`src/rtl/replay_pkg.sv`:
```
`timescale 1ns/1ps
// Shared opcode encoding for the image replayer command interface.
package replay_pkg;
    typedef enum logic [3:0] {
        OP_WRITE  = 4'd1,
        OP_START  = 4'd2,
        OP_LENGTH = 4'd3,
        OP_PORTS  = 4'd4,
        OP_DEPTH  = 4'd5,
        OP_RSTPTR = 4'd6
    } op_e;
endpackage

```
`src/rtl/replay_cmd_regs.sv`:
```
`timescale 1ns/1ps
// Command register file: decodes opcodes, owns the memory write pointer
// and holds the clamped replay configuration.
// Assumes at most one command per cycle; the write path is combinational.
module replay_cmd_regs
    import replay_pkg::*;
#(
    parameter int ADDR_W    = 10,
    parameter int WORD_W    = 32,
    parameter int MAX_PORTS = 8,
    parameter int PIX_W     = 16,
    parameter int MIN_DEPTH = 7,
    localparam int LEN_W    = ADDR_W + 1,
    localparam int CNT_W    = $clog2(MAX_PORTS + 1),
    localparam int DEPTH_W  = $clog2(PIX_W + 1)
) (
    input  logic               clk,
    input  logic               rst_n,
    input  logic               cmd_valid,
    input  logic [3:0]         cmd_op,
    input  logic [31:0]        cmd_arg,
    output logic               mem_we,
    output logic [ADDR_W-1:0]  mem_waddr,
    output logic [WORD_W-1:0]  mem_wdata,
    output logic [ADDR_W-1:0]  cfg_start,
    output logic [LEN_W-1:0]   cfg_len,
    output logic [CNT_W-1:0]   cfg_ports,
    output logic [DEPTH_W-1:0] cfg_depth
);
    localparam logic [LEN_W-1:0] MAX_LEN = LEN_W'(1) << ADDR_W;

    logic [ADDR_W-1:0] wr_ptr;
    logic              is_write;
    logic              is_known;

    // Decode the command class.
    always_comb begin
        is_write = cmd_valid && (cmd_op == OP_WRITE);
        is_known = (cmd_op >= OP_WRITE) && (cmd_op <= OP_RSTPTR);
    end

    // Memory write port straight from a write-data command.
    always_comb begin
        mem_we    = is_write;
        mem_waddr = wr_ptr;
        mem_wdata = WORD_W'(cmd_arg);
    end

    // Update the write pointer and the clamped configuration registers.
    always_ff @(posedge clk) begin
        if (!rst_n) begin
            wr_ptr    <= '0;
            cfg_start <= '0;
            cfg_len   <= '0;
            cfg_ports <= CNT_W'(1);
            cfg_depth <= DEPTH_W'(PIX_W);
        end else if (cmd_valid) begin
            case (cmd_op)
                OP_WRITE:  wr_ptr <= wr_ptr + ADDR_W'(1);
                OP_RSTPTR: wr_ptr <= '0;
                OP_START:  cfg_start <= cmd_arg[ADDR_W-1:0];
                OP_LENGTH: cfg_len <= (cmd_arg > 32'(MAX_LEN)) ? MAX_LEN : LEN_W'(cmd_arg);
                OP_PORTS: begin
                    if (cmd_arg == 32'd0)                 cfg_ports <= CNT_W'(1);
                    else if (cmd_arg > 32'(MAX_PORTS))    cfg_ports <= CNT_W'(MAX_PORTS);
                    else                                  cfg_ports <= CNT_W'(cmd_arg);
                end
                OP_DEPTH: begin
                    if (cmd_arg < 32'(MIN_DEPTH))         cfg_depth <= DEPTH_W'(MIN_DEPTH);
                    else if (cmd_arg > 32'(PIX_W))        cfg_depth <= DEPTH_W'(PIX_W);
                    else                                  cfg_depth <= DEPTH_W'(cmd_arg);
                end
                default: ;
            endcase
        end
    end

    // each write-data command advances the pointer by one.
    p_wr_ptr_step_r2: assert property (@(posedge clk) disable iff (!rst_n)
        is_write |=> (wr_ptr == $past(wr_ptr) + ADDR_W'(1)));

    // reset-pointer returns the pointer to address 0.
    p_ptr_clear_r3: assert property (@(posedge clk) disable iff (!rst_n)
        (cmd_valid && cmd_op == OP_RSTPTR) |=> (wr_ptr == '0));

    // an unknown opcode leaves every configuration register alone.
    p_bad_op_inert_r9: assert property (@(posedge clk) disable iff (!rst_n)
        (cmd_valid && !is_known) |=> ($stable(cfg_start) && $stable(cfg_len)
                                     && $stable(cfg_ports) && $stable(cfg_depth)
                                     && $stable(wr_ptr)));
endmodule

```
`src/rtl/replay_addr_seq.sv`:
```
`timescale 1ns/1ps
// Address sequencer: on each frame-start strobe loads the start address
// and length, then issues one memory read per clock with a round-robin
// port tag. Assumes the memory returns data one clock after a read.
module replay_addr_seq #(
    parameter int ADDR_W    = 10,
    parameter int MAX_PORTS = 8,
    localparam int LEN_W    = ADDR_W + 1,
    localparam int CNT_W    = $clog2(MAX_PORTS + 1),
    localparam int PORT_W   = (MAX_PORTS > 1) ? $clog2(MAX_PORTS) : 1
) (
    input  logic              clk,
    input  logic              rst_n,
    input  logic              frame_start,
    input  logic [ADDR_W-1:0] cfg_start,
    input  logic [LEN_W-1:0]  cfg_len,
    input  logic [CNT_W-1:0]  cfg_ports,
    output logic              mem_re,
    output logic [ADDR_W-1:0] mem_raddr,
    output logic              beat_vld,
    output logic [PORT_W-1:0] beat_port
);
    logic [ADDR_W-1:0] rd_addr;
    logic [LEN_W-1:0]  remain;
    logic [PORT_W-1:0] port_ctr;
    logic              port_last;

    // Read request while addresses remain in the sweep.
    always_comb begin
        mem_re    = (remain != '0);
        mem_raddr = rd_addr;
        port_last = (CNT_W'(port_ctr) + CNT_W'(1)) >= cfg_ports;
    end

    // Sweep state: restart on strobe, otherwise step address, count and port.
    always_ff @(posedge clk) begin
        if (!rst_n) begin
            rd_addr  <= '0;
            remain   <= '0;
            port_ctr <= '0;
        end else if (frame_start) begin
            rd_addr  <= cfg_start;
            remain   <= cfg_len;
            port_ctr <= '0;
        end else if (mem_re) begin
            rd_addr  <= rd_addr + ADDR_W'(1);
            remain   <= remain - LEN_W'(1);
            port_ctr <= port_last ? '0 : port_ctr + PORT_W'(1);
        end
    end

    // Tag travelling with the read, squashed when a strobe aborts the sweep.
    always_ff @(posedge clk) begin
        if (!rst_n) begin
            beat_vld  <= 1'b0;
            beat_port <= '0;
        end else begin
            beat_vld  <= mem_re && !frame_start;
            beat_port <= port_ctr;
        end
    end

    // consecutive reads of one sweep use consecutive addresses.
    p_addr_step_r4: assert property (@(posedge clk) disable iff (!rst_n)
        (mem_re && !frame_start) |=> (!mem_re || mem_raddr == $past(mem_raddr) + ADDR_W'(1)));

    // a zero-length sweep issues no read.
    p_len_zero_r5: assert property (@(posedge clk) disable iff (!rst_n)
        (frame_start && cfg_len == '0) |=> !mem_re);

    // the first read after a strobe is tagged port 0.
    p_port_first_r6: assert property (@(posedge clk) disable iff (!rst_n)
        (frame_start && cfg_len != '0) |=> (mem_re && port_ctr == '0));
endmodule

```
`src/rtl/replay_port_mux.sv`:
```
`timescale 1ns/1ps
// Port multiplexer: splits each memory word into one pixel per lane,
// masks it to the configured depth, fits it onto the lane width and
// registers the lane beat with its port tag.
module replay_port_mux #(
    parameter int NUM_LANES = 2,
    parameter int LANE_W    = 13,
    parameter int PIX_W     = 16,
    parameter int MAX_PORTS = 8,
    localparam int WORD_W   = NUM_LANES * PIX_W,
    localparam int DEPTH_W  = $clog2(PIX_W + 1),
    localparam int PORT_W   = (MAX_PORTS > 1) ? $clog2(MAX_PORTS) : 1
) (
    input  logic                        clk,
    input  logic                        rst_n,
    input  logic                        frame_start,
    input  logic                        beat_vld,
    input  logic [PORT_W-1:0]           beat_port,
    input  logic [WORD_W-1:0]           mem_rdata,
    input  logic [DEPTH_W-1:0]          cfg_depth,
    output logic                        lane_valid,
    output logic [PORT_W-1:0]           lane_port,
    output logic [NUM_LANES*LANE_W-1:0] lane_data
);
    logic [PIX_W-1:0]   depth_mask;
    logic [DEPTH_W-1:0] down_shift;
    logic               take;

    // Depth mask and the shift that keeps the top bits of wide pixels.
    always_comb begin
        depth_mask = ~({PIX_W{1'b1}} << cfg_depth);
        down_shift = (cfg_depth > DEPTH_W'(LANE_W)) ? cfg_depth - DEPTH_W'(LANE_W) : '0;
        take       = beat_vld && !frame_start;
    end

    genvar g;
    generate
        for (g = 0; g < NUM_LANES; g++) begin : g_lane
            logic [PIX_W-1:0] pix_masked;
            // Mask this lane's pixel to the configured depth.
            always_comb pix_masked = mem_rdata[g*PIX_W +: PIX_W] & depth_mask;
            // Register the fitted pixel, zero when no beat is taken.
            always_ff @(posedge clk) begin
                if (!rst_n) lane_data[g*LANE_W +: LANE_W] <= '0;
                else        lane_data[g*LANE_W +: LANE_W] <= take ? LANE_W'(pix_masked >> down_shift) : '0;
            end
        end
    endgenerate

    // Register beat valid and port tag.
    always_ff @(posedge clk) begin
        if (!rst_n) begin
            lane_valid <= 1'b0;
            lane_port  <= '0;
        end else begin
            lane_valid <= take;
            lane_port  <= beat_port;
        end
    end

    // nothing of an aborted sweep leaves after the strobe edge.
    p_abort_quiet_r8: assert property (@(posedge clk) disable iff (!rst_n)
        frame_start |=> !lane_valid);

    // idle lanes are driven to zero.
    p_idle_zero_r7: assert property (@(posedge clk) disable iff (!rst_n)
        !lane_valid |-> (lane_data == '0));

    // a beat reaches the lanes one clock after its read data returns.
    p_beat_latency_r10: assert property (@(posedge clk) disable iff (!rst_n)
        (beat_vld && !frame_start) |=> lane_valid);
endmodule

```
`src/rtl/image_replayer.sv`:
```
`timescale 1ns/1ps
// Image pattern replayer top: command register file, address sequencer
// and port multiplexer around an external synchronous memory with a
// one-clock read latency. Runs entirely on the unit-under-test link clock.
module image_replayer #(
    parameter int ADDR_W    = 10,
    parameter int MAX_PORTS = 8,
    parameter int NUM_LANES = 2,
    parameter int LANE_W    = 13,
    parameter int PIX_W     = 16,
    parameter int MIN_DEPTH = 7,
    localparam int WORD_W   = NUM_LANES * PIX_W,
    localparam int LEN_W    = ADDR_W + 1,
    localparam int CNT_W    = $clog2(MAX_PORTS + 1),
    localparam int DEPTH_W  = $clog2(PIX_W + 1),
    localparam int PORT_W   = (MAX_PORTS > 1) ? $clog2(MAX_PORTS) : 1
) (
    input  logic                        clk,
    input  logic                        rst_n,
    input  logic                        frame_start,
    input  logic                        cmd_valid,
    input  logic [3:0]                  cmd_op,
    input  logic [31:0]                 cmd_arg,
    output logic                        mem_we,
    output logic [ADDR_W-1:0]           mem_waddr,
    output logic [WORD_W-1:0]           mem_wdata,
    output logic                        mem_re,
    output logic [ADDR_W-1:0]           mem_raddr,
    input  logic [WORD_W-1:0]           mem_rdata,
    output logic                        lane_valid,
    output logic [PORT_W-1:0]           lane_port,
    output logic [NUM_LANES*LANE_W-1:0] lane_data
);
    logic [ADDR_W-1:0]  cfg_start;
    logic [LEN_W-1:0]   cfg_len;
    logic [CNT_W-1:0]   cfg_ports;
    logic [DEPTH_W-1:0] cfg_depth;
    logic               beat_vld;
    logic [PORT_W-1:0]  beat_port;

    replay_cmd_regs #(
        .ADDR_W(ADDR_W), .WORD_W(WORD_W), .MAX_PORTS(MAX_PORTS),
        .PIX_W(PIX_W), .MIN_DEPTH(MIN_DEPTH)
    ) cmd_regs_i (
        .clk(clk), .rst_n(rst_n),
        .cmd_valid(cmd_valid), .cmd_op(cmd_op), .cmd_arg(cmd_arg),
        .mem_we(mem_we), .mem_waddr(mem_waddr), .mem_wdata(mem_wdata),
        .cfg_start(cfg_start), .cfg_len(cfg_len),
        .cfg_ports(cfg_ports), .cfg_depth(cfg_depth)
    );

    replay_addr_seq #(
        .ADDR_W(ADDR_W), .MAX_PORTS(MAX_PORTS)
    ) addr_seq_i (
        .clk(clk), .rst_n(rst_n), .frame_start(frame_start),
        .cfg_start(cfg_start), .cfg_len(cfg_len), .cfg_ports(cfg_ports),
        .mem_re(mem_re), .mem_raddr(mem_raddr),
        .beat_vld(beat_vld), .beat_port(beat_port)
    );

    replay_port_mux #(
        .NUM_LANES(NUM_LANES), .LANE_W(LANE_W), .PIX_W(PIX_W), .MAX_PORTS(MAX_PORTS)
    ) port_mux_i (
        .clk(clk), .rst_n(rst_n), .frame_start(frame_start),
        .beat_vld(beat_vld), .beat_port(beat_port),
        .mem_rdata(mem_rdata), .cfg_depth(cfg_depth),
        .lane_valid(lane_valid), .lane_port(lane_port), .lane_data(lane_data)
    );

    // no memory activity and no beat while reset is held.
    p_reset_quiet_r1: assert property (@(posedge clk)
        (!rst_n && $past(!rst_n)) |-> (!lane_valid && !mem_re));
endmodule

```
`config.mk`:
```
export PLATFORM = sky130hd
export DESIGN_NAME = image_replayer
export DESIGN_NICKNAME = d
export VERILOG_FILES = /design/src/rtl/replay_pkg.sv /design/src/rtl/replay_cmd_regs.sv /design/src/rtl/replay_addr_seq.sv /design/src/rtl/replay_port_mux.sv /design/src/rtl/image_replayer.sv
export SDC_FILE = /design/constraint.sdc
export NUM_CORES = 1
export LEC_CHECK = 0
export BUFFER_PORTS_ARGS = -buffer_cell sky130_fd_sc_hd__buf_2
export CAP_MARGIN = 15
export CORE_MARGIN = 2
export CORE_UTILIZATION = 48
export DETAILED_ROUTE_END_ITERATION = 16
export PLACE_DENSITY_LB_ADDON = 0.25
export REMOVE_ABC_BUFFERS = 1
export SLEW_MARGIN = 20
export SYNTH_ARGS = -nofsm -noshare
export SYNTH_HDL_FRONTEND = slang
export SYNTH_SLANG_ARGS = --single-unit
```
`constraint.sdc`:
```
create_clock -name clk -period 2.4 [get_ports clk]
set_input_delay 0.12 -clock clk [delete_from_list [all_inputs] [get_ports clk]]
set_output_delay 0.12 -clock clk [all_outputs]
set_load 0.005 [all_outputs]
```
## Word-level counts from Yosys, hierarchy flattened

Index checks and enable logic that the tools add are counted.

| cells by class | value |
|---|---|
| reductions and logical operators | 15 |
| shift-type cells | 3 |
| div/mod/pow operators | 0 |
| add/subtract/negate cells | 6 |
| equality and inequality tests | 6 |
| multiply operators | 0 |
| bitwise logic cells | 4 |
| multiplexer cells | 12 |
| magnitude comparators | 6 |

Operators with widths:

| cell | number |
|---|---|
| two-way mux 11 bit | 3 |
| AND 16 bit | 2 |
| greater-than comparator 32 x 11 -> 1 bit, second input constant | 1 |
| greater-than comparator 32 x 4 -> 1 bit, second input constant | 1 |
| greater-than comparator 32 x 5 -> 1 bit, second input constant | 1 |
| zero test 32 bit | 1 |
| < comparator 32 x 3 -> 1 bit, second input constant | 1 |
| right shift 16 x 5 -> 13 bit | 2 |
| adder 10 x 1 -> 10 bit, second input constant | 2 |
| two-way mux 10 bit | 2 |
| case mux 10 bit (2 select lines) | 1 |
| inverter 16 bit | 1 |
| left shift 16 x 5 -> 16 bit, first input constant | 1 |
| two-way mux 5 bit | 3 |
| equality test 4 x 3 -> 1 bit, second input constant | 3 |
| AND reduction 2 bit | 6 |
| nonzero test 11 bit | 1 |
| subtractor 11 x 1 -> 11 bit, second input constant | 1 |
| equality test 4 x 2 -> 1 bit, second input constant | 2 |
| two-way mux 4 bit | 2 |
| greater-than comparator 5 x 4 -> 1 bit, second input constant | 1 |
| subtractor 5 x 4 -> 5 bit, second input constant | 1 |
| adder 3 x 1 -> 4 bit, second input constant | 1 |
| equality test 4 x 1 -> 1 bit, second input constant | 1 |
| 8 further kinds | 11 |

| word-level totals | value |
|---|---|
| bits in writable memories | 0 |
| memory bits (read-only) | 0 |
| memories | 0 |
| register bits after elaboration | 98 |
| output and inout port bits | 84 |
| latch bits | 0 |
| logic and storage cells | 66 |

## Logic depth before layout (Yosys ltp)

Gate-level depths: netlist of the first run.

| logic depth | value |
|---|---|
| depth in word-level cells | 4 |
| depth in mapped cells | 11 |

## Cells and area by module

From an unflattened synthesis of the first run, not the netlist that was laid out.

| second synthesis, totals | value |
|---|---|
| cells, all modules | 717 |
| area, all modules | 5967.0 um2 |

By module, submodules not included:

| module | cells an instance | seq. area each (um2) | times used | area an instance (um2) |
|---|---|---|---|---|
| replay_port_mux | 336 | 600.6 | 1 | 2551.2 |
| replay_cmd_regs | 215 | 800.8 | 1 | 1990.7 |
| replay_addr_seq | 166 | 560.5 | 1 | 1425.1 |

## Worst setup path after synthesis of the first run

Ideal clock, no wire load.

| timing path | value |
|---|---|
| kind | register -> register |
| from | reg cmd_regs_i.cfg_depth[0] |
| to | reg port_mux_i.lane_data[3] |
| required time | 2.266 ns |
| library setup time | 0.134 ns |
| cell stages (with the launch flop) | 10 |
| setup slack | -0.189 ns |
| path buffers | 1 |
| arrival time | 2.455 ns |
| clock period less this slack | 2.589 ns |
| cell sequence | dfxtp_1 inv_1 ha_1 ha_1 inv_1 o41a_1 buf_2 nand3_1 o22ai_1 or4_1 |

| between the ends | value |
|---|---|
| cells in the longest elaborated chain, start to end | 4 |

Ends and longest elaborated chain:

| element | line | source |
|---|---|---|
| from (decl) | replay_cmd_regs.sv:28 | `output logic [DEPTH_W-1:0] cfg_depth` |
| from (signal assigned) | replay_cmd_regs.sv:56 | `cfg_depth <= DEPTH_W'(PIX_W);` |
| from (signal assigned) | replay_cmd_regs.sv:69 | `if (cmd_arg < 32'(MIN_DEPTH)) cfg_depth <= DEPTH_W'(MIN_DEPTH);` |
| from (signal assigned) | replay_cmd_regs.sv:70 | `else if (cmd_arg > 32'(PIX_W)) cfg_depth <= DEPTH_W'(PIX_W);` |
| left shift 16 x 5 -> 16 bit | replay_port_mux.sv:31 | `depth_mask = ~({PIX_W{1'b1}} << cfg_depth);` |
| inverter 16 bit | replay_port_mux.sv:31 |  |
| AND 16 bit | replay_port_mux.sv:41 | `always_comb pix_masked = mem_rdata[g*PIX_W +: PIX_W] & depth_mask;` |
| right shift 16 x 5 -> 13 bit (*) | replay_port_mux.sv:45 | `else lane_data[g*LANE_W +: LANE_W] <= take ? LANE_W'(pix_masked >> down_shift) : '0;` |
| to (signal, indexed assignment) | replay_port_mux.sv:45 |  |
| to (decl) | replay_port_mux.sv:23 | `output logic [NUM_LANES*LANE_W-1:0] lane_data` |

Mark *: on every way between the ends. The rest lies on a longest branch, timed or not.
A chain may end at the register's enable or synchronous reset.

## Final worst setup path of the first run

| timing path | value |
|---|---|
| from | reg cmd_regs_i.cfg_depth[1] |
| to | reg port_mux_i.lane_data[0] |

The elaborated chain is that of the path after synthesis.

==> results.py, run 1 <==
metrics = {
    "global_route": {
        "grtUsageTotal": 0.2800,
        "grt_max_degree": 29,
        "overflow": 0,
        "grt_pass1_vias": 5554,
        "antenna_found_initial": 0,
        "grt_pass1_wl_mm": 28.58,
    },
    "clock_tree": {
        "cts_sinks": 98,
        "htree_levels": 3,
        "cts_root_buf": "clkbuf_16",
        "clk_latency_ps": 360,
        "clk_pin_slew_worst_paths_ps": 70,
        "clock_path_buffers": 2,
        "cts_buffers": 9,
        "ctsHoldBuffers": 0,
        "cts_tree": "done",
    },
    "final_layout": {
        "fin_util": 0.6155,
        "final_layout_size_suffix_gt1_frac": 0.3372,
        "instances_no_fill": 1016,
        "area_growth_pct": 25.75,
        "antenna_cells": 0,
        "final_nets": 951,
    },
    "setup_path": {
        "crit_fanout": 8,
        "cp-end-kind": "flop",
        "worstSetupEndpoint": "port_mux_i.lane_data[0]",
        "critPathRequiredTime_ps": 2630,
        "critPathLaunchType": "flop",
        "r2r_end": "port_mux_i.lane_data[0]",
        "critPathTopFamily": "compound AO/OA/AOI/OAI gates",
        "crit_path_cell_trace": "inv_2 -> ha_4 -> ha_4 -> inv_1 -> o41a_1 -> buf_6 -> mux2_4 -> a32oi_2 -> o221ai_2",
        "cpMostUsedCell": "ha_4",
        "critical_path_class": "flop to flop",
        "cp_slowest_cell": "o41a_1",
        "max_stage_delay_ps": 500,
        "cp-startpoint": "cmd_regs_i.cfg_depth[1]",
        "r2r_setup_slack_ps": 40,
        "path_buf_inv": 3,
        "critPathArrivalTime_ps": 2590,
        "r2r-start": "cmd_regs_i.cfg_depth[1]",
        "ff2ff_path_depth": 9,
        "cp.depth": 9,
    },
    "flow_run": {
        "max_cap_viol_count": 0,
    },
    "floorplanning": {
        "coreArea_um2": 11910,
        "die_area_um2": 13050,
        "num_rows": 40,
        "initial_core_util": 0.4895,
        "num_io_pins": 156,
        "die_w_um": 114.2,
        "die_h_um": 114.2,
    },
    "timing": {
        "fmax_mhz": 423.6,
        "relSlewSlack": 0.5157,
        "skew_ps": 7.187,
        "finalSetupViolCount": 0,
        "min_period_ps": 2361,
        "period_share": 0.9837,
        "finalSetupTns_ps": 0,
        "worst_slew_pin_slew_ps": 721.6,
        "hold_viol": 0,
        "final_max_slew_viol_count": 0,
        "rsz0062_at_grt": "yes",
    },
    "logic_synthesis": {
        "syn_avg_cell_area_um2": 8.377,
        "netlist_area_um2": 5831,
        "synth.most_common_cell": "dfxtp_1",
        "netlist_instances": 696,
        "yosysTopAreaCell": "dfxtp_1",
        "synth_commonest_cells": "98 x dfxtp_1, 90 x nor2_1, 44 x nand2_1",
        "yosysWarningCount": 0,
        "synth.area.top_cells": "dfxtp_1 34%, nor2_1 5.8%, mux2i_1 5.5%, buf_4 4.2%, a21oi_1 3.0%",
        "seq_area_frac_synth": 0.3365,
        "ys_types": 76,
        "synth_edf_count": 0,
        "synth_top_area_frac": 0.3365,
        "ys_ff_latch": 98,
        "ys_async_sr_fraction": 0,
        "synth-main-ff-cell": "dfxtp_1",
    },
    "placed_design": {
        "dpl.hpwl_mm": 14.10,
        "gp_congestion": 0.9678,
        "portBuffers": 155,
        "dp_cells": 993,
    },
    "drt": {
        "vias": 5806,
        "ant_nets": 0,
        "dr.pass1.iters": 5,
        "vias_per_cell": 5.715,
        "drt-total-wl_mm": 18.31,
        "drt-wirelength-per-cell_um": 18.02,
        "drc": 0,
        "drtIter0Drc": 414,
    },
    "min_path": {
        "holdCritPathClass": "primary input to flop",
    },
    "power_and_ir_drop": {
        "p_per_area_nw_per_um2": 688.3,
        "leakagePower_nw": 3.294,
        "finalPower_mw": 5.047,
        "vdd_drop_max_mv": 0.9685,
    },
    "status": {
        "outcome": "completed",
    },
}
==> through the flow <==
stage / worst slack, ps / cell area (µm²) / hold WS (ps)
2_1_floorplan: -1289 / 5401 / 191.8
3_3_place_gp: -47.11 / 6875 / 406.3
3_5_place_dp: -86.11 / 6875 / 411.8
4_1_cts: 48.49 / 7192 / 41.23
5_1_grt: -32.90 / 7332 / 54.26
6_report: 39.10 / 7332 / 46.88
==> worst min-delay path, stage by stage <==
cell and delay [ps]:
buf_2 110, mux2i_1 70, nor2_1 70
==> per-layer routing <==
metal,GRT usage,routed length (µm),up-vias
li1,-,-,2812
met1,0.3459,7593,2750
met2,0.4837,9144,209
met3,0.06247,1182,35
met4,0.09268,388,0
met5,0,0,-
==> how the worst min path moves through the flow <==
stage,from,end,depth (start not counted)
3_3_place_gp,cmd_arg[8],cmd_regs_i.cfg_len[8],3
4_1_cts,cmd_arg[9],cmd_regs_i.cfg_len[9],3
6_report,cmd_arg[9],cmd_regs_i.cfg_start[9],3
5_1_grt,cmd_arg[9],cmd_regs_i.cfg_len[9],3
2_1_floorplan,rst_n,cmd_regs_i.cfg_ports[0],1
3_5_place_dp,cmd_arg[9],cmd_regs_i.cfg_len[9],3
==> cell type report <==
class	instances	area [µm²]
flip-flops and latches	98	1963
fillers	1112	4579
inverters	27	101.3
clock inverters	5	63.81
well taps	147	183.9
clock buffers	10	229.0
repair buffers	229	1335
multi-input cells	500	3456
==> report_power, final <==
part | switching [mW] | internal (mW)
logic | 1.00 | 0.725
registers | 0.107 | 1.75
clock network | 0.643 | 0.814
==> layout by cell type, fill, tap and decap left out, types with 7 or more instances in the layout <==
cell type and instances:
a21oi_1 35, a22oi_1 19, and2_1 7, buf_2 155, buf_4 73, clkbuf_16 9
dfxtp_1 97, ha_1 12, inv_1 24, mux2_2 11, mux2i_1 29, nand2_1 44
nand2b_1 12, nand3_1 16, nor2_1 89, nor3_1 17, nor4_1 8, o21ai_0 29
o22ai_1 9, or3_1 10, xnor2_1 14, xor2_1 13
==> flip-flops by register name, summed over array words and instances (netlist names) <==
| signal | count |
|---|---|
| cmd_regs_i.cfg_depth | 5 |
| port_mux_i.lane_valid | 1 |
| cmd_regs_i.cfg_start | 10 |
| cmd_regs_i.mem_waddr | 10 |
| cmd_regs_i.cfg_ports | 4 |
| addr_seq_i.beat_vld | 1 |
| addr_seq_i.remain | 11 |
| addr_seq_i.beat_port | 3 |
| cmd_regs_i.cfg_len | 11 |
| addr_seq_i.mem_raddr | 10 |
| addr_seq_i.port_ctr | 3 |
| port_mux_i.lane_port | 3 |
| port_mux_i.lane_data | 26 |
==> kinds of logic after synthesis <==
group | count (synthesis) | synth area share
flops | 98 | 0.3365
xor+xnor | 27 | 0.04056
mux | 47 | 0.08841
fa+ha+maj | 14 | 0.03004
buf+inv | 98 | 0.09099
compound gates | 169 | 0.2064
simple gates | 243 | 0.2071
==> timing repair <==
action	4_1_cts	5_1_grt
gates resized for setup	2	20
setup endpoints to repair	8	15
setup buffers	2	6
endpoints found under the hold margin	0	0
pin swaps	1	3
No activity file was read; power rests on OpenSTA's default activity.
==> inputs of run 2 (changes only) <==
--- a/config.mk
+++ b/config.mk
@@ -8,7 +8,8 @@
 export BUFFER_PORTS_ARGS = -buffer_cell sky130_fd_sc_hd__buf_2
 export CAP_MARGIN = 15
 export CORE_MARGIN = 2
-export CORE_UTILIZATION = 48
+export CORE_UTILIZATION = 50
+export CTS_BUF_LIST = sky130_fd_sc_hd__clkbuf_4 sky130_fd_sc_hd__clkbuf_8
 export DETAILED_ROUTE_END_ITERATION = 16
 export PLACE_DENSITY_LB_ADDON = 0.25
 export REMOVE_ABC_BUFFERS = 1
==> results.py, run 2 (synthesized netlist as in run 1, its figures left out) <==
metrics = {
    "setup_path": {
        "cp-end-kind": "flop",
        "r2r_setup_slack_ps": -6,
        "critical_path_class": "flop to flop",
        "r2r_end": "port_mux_i.lane_data[3]",
        "cp_slowest_cell": "or4_4",
        "r2r-start": "cmd_regs_i.cfg_depth[0]",
        "crit_path_cell_trace": "buf_12 -> ha_2 -> nand4b_1 -> a21o_4 -> buf_12 -> mux2i_1 -> nor4_1 -> or4_4",
        "critPathRequiredTime_ps": 2680,
        "ff2ff_path_depth": 8,
        "max_stage_delay_ps": 510,
        "critPathArrivalTime_ps": 2680,
        "cpMostUsedCell": "buf_12",
        "critPathLaunchType": "flop",
        "crit_fanout": 17,
    },
    "floorplanning": {
        "die_h_um": 112.0,
        "die_w_um": 112.0,
        "coreArea_um2": 11420,
        "num_io_pins": 156,
        "num_rows": 39,
        "initial_core_util": 0.5106,
        "die_area_um2": 12540,
    },
    "drt": {
        "drt-wirelength-per-cell_um": 17.64,
        "ant_nets": 0,
        "drc": 0,
        "dr.pass1.iters": 5,
        "vias": 5899,
        "vias_per_cell": 5.783,
        "drtIter0Drc": 341,
        "drt-total-wl_mm": 18.00,
    },
    "timing": {
        "skew_ps": 9.385,
        "period_share": 1.003,
        "hold_ws_ps": 22.05,
        "final_max_slew_viol_count": 0,
        "rsz0062_at_grt": "yes",
        "finalSetupViolCount": 1,
        "finalSetupTns_ps": -6.460,
        "hold_viol": 0,
        "fmax_mhz": 415.5,
        "setup_ws_ps": -6.460,
        "relSlewSlack": 0.4972,
        "worst_slew_pin_slew_ps": 749.2,
        "min_period_ps": 2406,
    },
    "status": {
        "violations": "negative setup slack",
        "outcome": "complete, but fails checks",
    },
    "final_layout": {
        "regArea_um2": 1964,
        "multiInputGateArea_um2": 3496,
        "antenna_cells": 0,
        "largest_reg_flops": 26,
        "mostFrequentLayoutCell": "buf_2",
        "area_growth_pct": 27.30,
        "fill_cells": 973,
        "final_cell_mix": "155 x buf_2, 96 x dfxtp_1, 88 x nor2_1",
        "instances_no_fill": 1020,
        "top_regs": "port_mux_i.lane_data (26), addr_seq_i.remain (11), cmd_regs_i.cfg_len (11)",
        "final_nets": 958,
        "final_layout_size_suffix_gt1_frac": 0.3512,
        "largest-register": "port_mux_i.lane_data",
    },
    "placed_design": {
        "gp_congestion": 0.9937,
        "dp_cells": 995,
        "portBuffers": 155,
        "dpl.hpwl_mm": 13.64,
    },
    "clock_tree": {
        "clk_latency_ps": 390,
        "cts_root_buf": "clkbuf_8",
        "clk_pin_slew_worst_paths_ps": 100,
        "clock_path_buffers": 2,
        "cts_sinks": 98,
        "cts_buffers": 9,
        "ctsHoldBuffers": 0,
        "htree_levels": 3,
        "cts_tree": "done",
    },
    "power_and_ir_drop": {
        "switching_share": 0.3423,
        "pwr-share-clk": 0.271,
        "p_int_mw": 3.241,
        "vdd_drop_max_mv": 0.9048,
        "p_sw_mw": 1.687,
        "seq_power_share": 0.376,
        "p_per_area_nw_per_um2": 664.0,
        "finalPower_mw": 4.928,
        "leakagePower_nw": 3.321,
        "pwr-share-comb": 0.354,
    },
    "min_path": {
        "holdCritPathClass": "primary input to flop",
        "hold_path_depth": 3,
        "hp-start": "cmd_arg[9]",
        "holdPathEnd": "cmd_regs_i.cfg_start[9]",
    },
    "global_route": {
        "grt_pass1_vias": 5484,
        "grt_pass1_wl_mm": 28.11,
        "overflow": 0,
        "grtUsageTotal": 0.2803,
        "grt_max_degree": 38,
        "antenna_found_initial": 0,
    },
    "flow_run": {
        "max_cap_viol_count": 0,
    },
}
-- run 2: critical path: cells and delay by family, from the launching register on --
family                   cells  cell delay [ps]
buffers and inverters        2              310
multiplexers                 1              300
flip-flops                   1              350
adder cells (fa/ha/maj)      1              190
AND/OR/NAND/NOR              3              860
AO/OA/AOI/OAI                1              290
-- run 2: metrics by stage --
step	utilization	cell area, µm²	worst slack [ps]
4_1_cts	0.6365	7268	-2.622
3_5_place_dp	0.6078	6940	-78.90
2_1_floorplan	-	5401	-1289
6_report	0.6500	7422	-6.460
5_1_grt	0.6500	7422	-102.4
3_3_place_gp	0.6078	6940	-15.04
-- run 2: repair_timing --
item	CTS	global route
cloned	0	1
pin swaps	5	14
buffers inserted	3	6
hold endpoints to repair	0	0
gates resized for setup	11	25
setup endpoints to repair	9	21
-- run 2: how the worst max path moves through the flow --
stage | from | to | slack, ps | cells past startpoint
2_1_floorplan | cmd_regs_i.cfg_depth[0] | port_mux_i.lane_data[15] | -1290 | 6
3_3_place_gp | cmd_regs_i.cfg_depth[0] | port_mux_i.lane_data[0] | -20 | 9
3_5_place_dp | cmd_regs_i.cfg_depth[0] | port_mux_i.lane_data[0] | -80 | 9
4_1_cts | cmd_regs_i.cfg_depth[0] | port_mux_i.lane_data[0] | -3 | 9
5_1_grt | cmd_regs_i.cfg_depth[0] | port_mux_i.lane_data[3] | -100 | 8
6_report | cmd_regs_i.cfg_depth[0] | port_mux_i.lane_data[3] | -6 | 8
-- run 2: power groups by stage --
stage,clock (mW),combinational [mW],sequential [mW]
finish,1.33,1.74,1.85
global route,1.42,1.93,1.87
CTS,1.35,1.70,1.85
detailed placement,0,1.67,1.89
global placement,0,1.66,1.88
floorplan,0,1.04,1.88
-- run 2: area by class of cell --
type,count,area share
flip-flops and latches,98,0.2647
clock inverters,6,0.01500
well taps,143,0.02411
clock buffers,10,0.01854
multi-input cells,501,0.4710
repair buffers,235,0.1930
inverters,27,0.01365
-- run 2: routing by layer --
layer | GRT usage | wire (µm) | share of wire
met5 | 0 | 0 | 0
met4 | 0.1187 | 522 | 0.029
met3 | 0.04736 | 1116 | 0.062
met2 | 0.4739 | 8801 | 0.49
met1 | 0.3543 | 7557 | 0.42
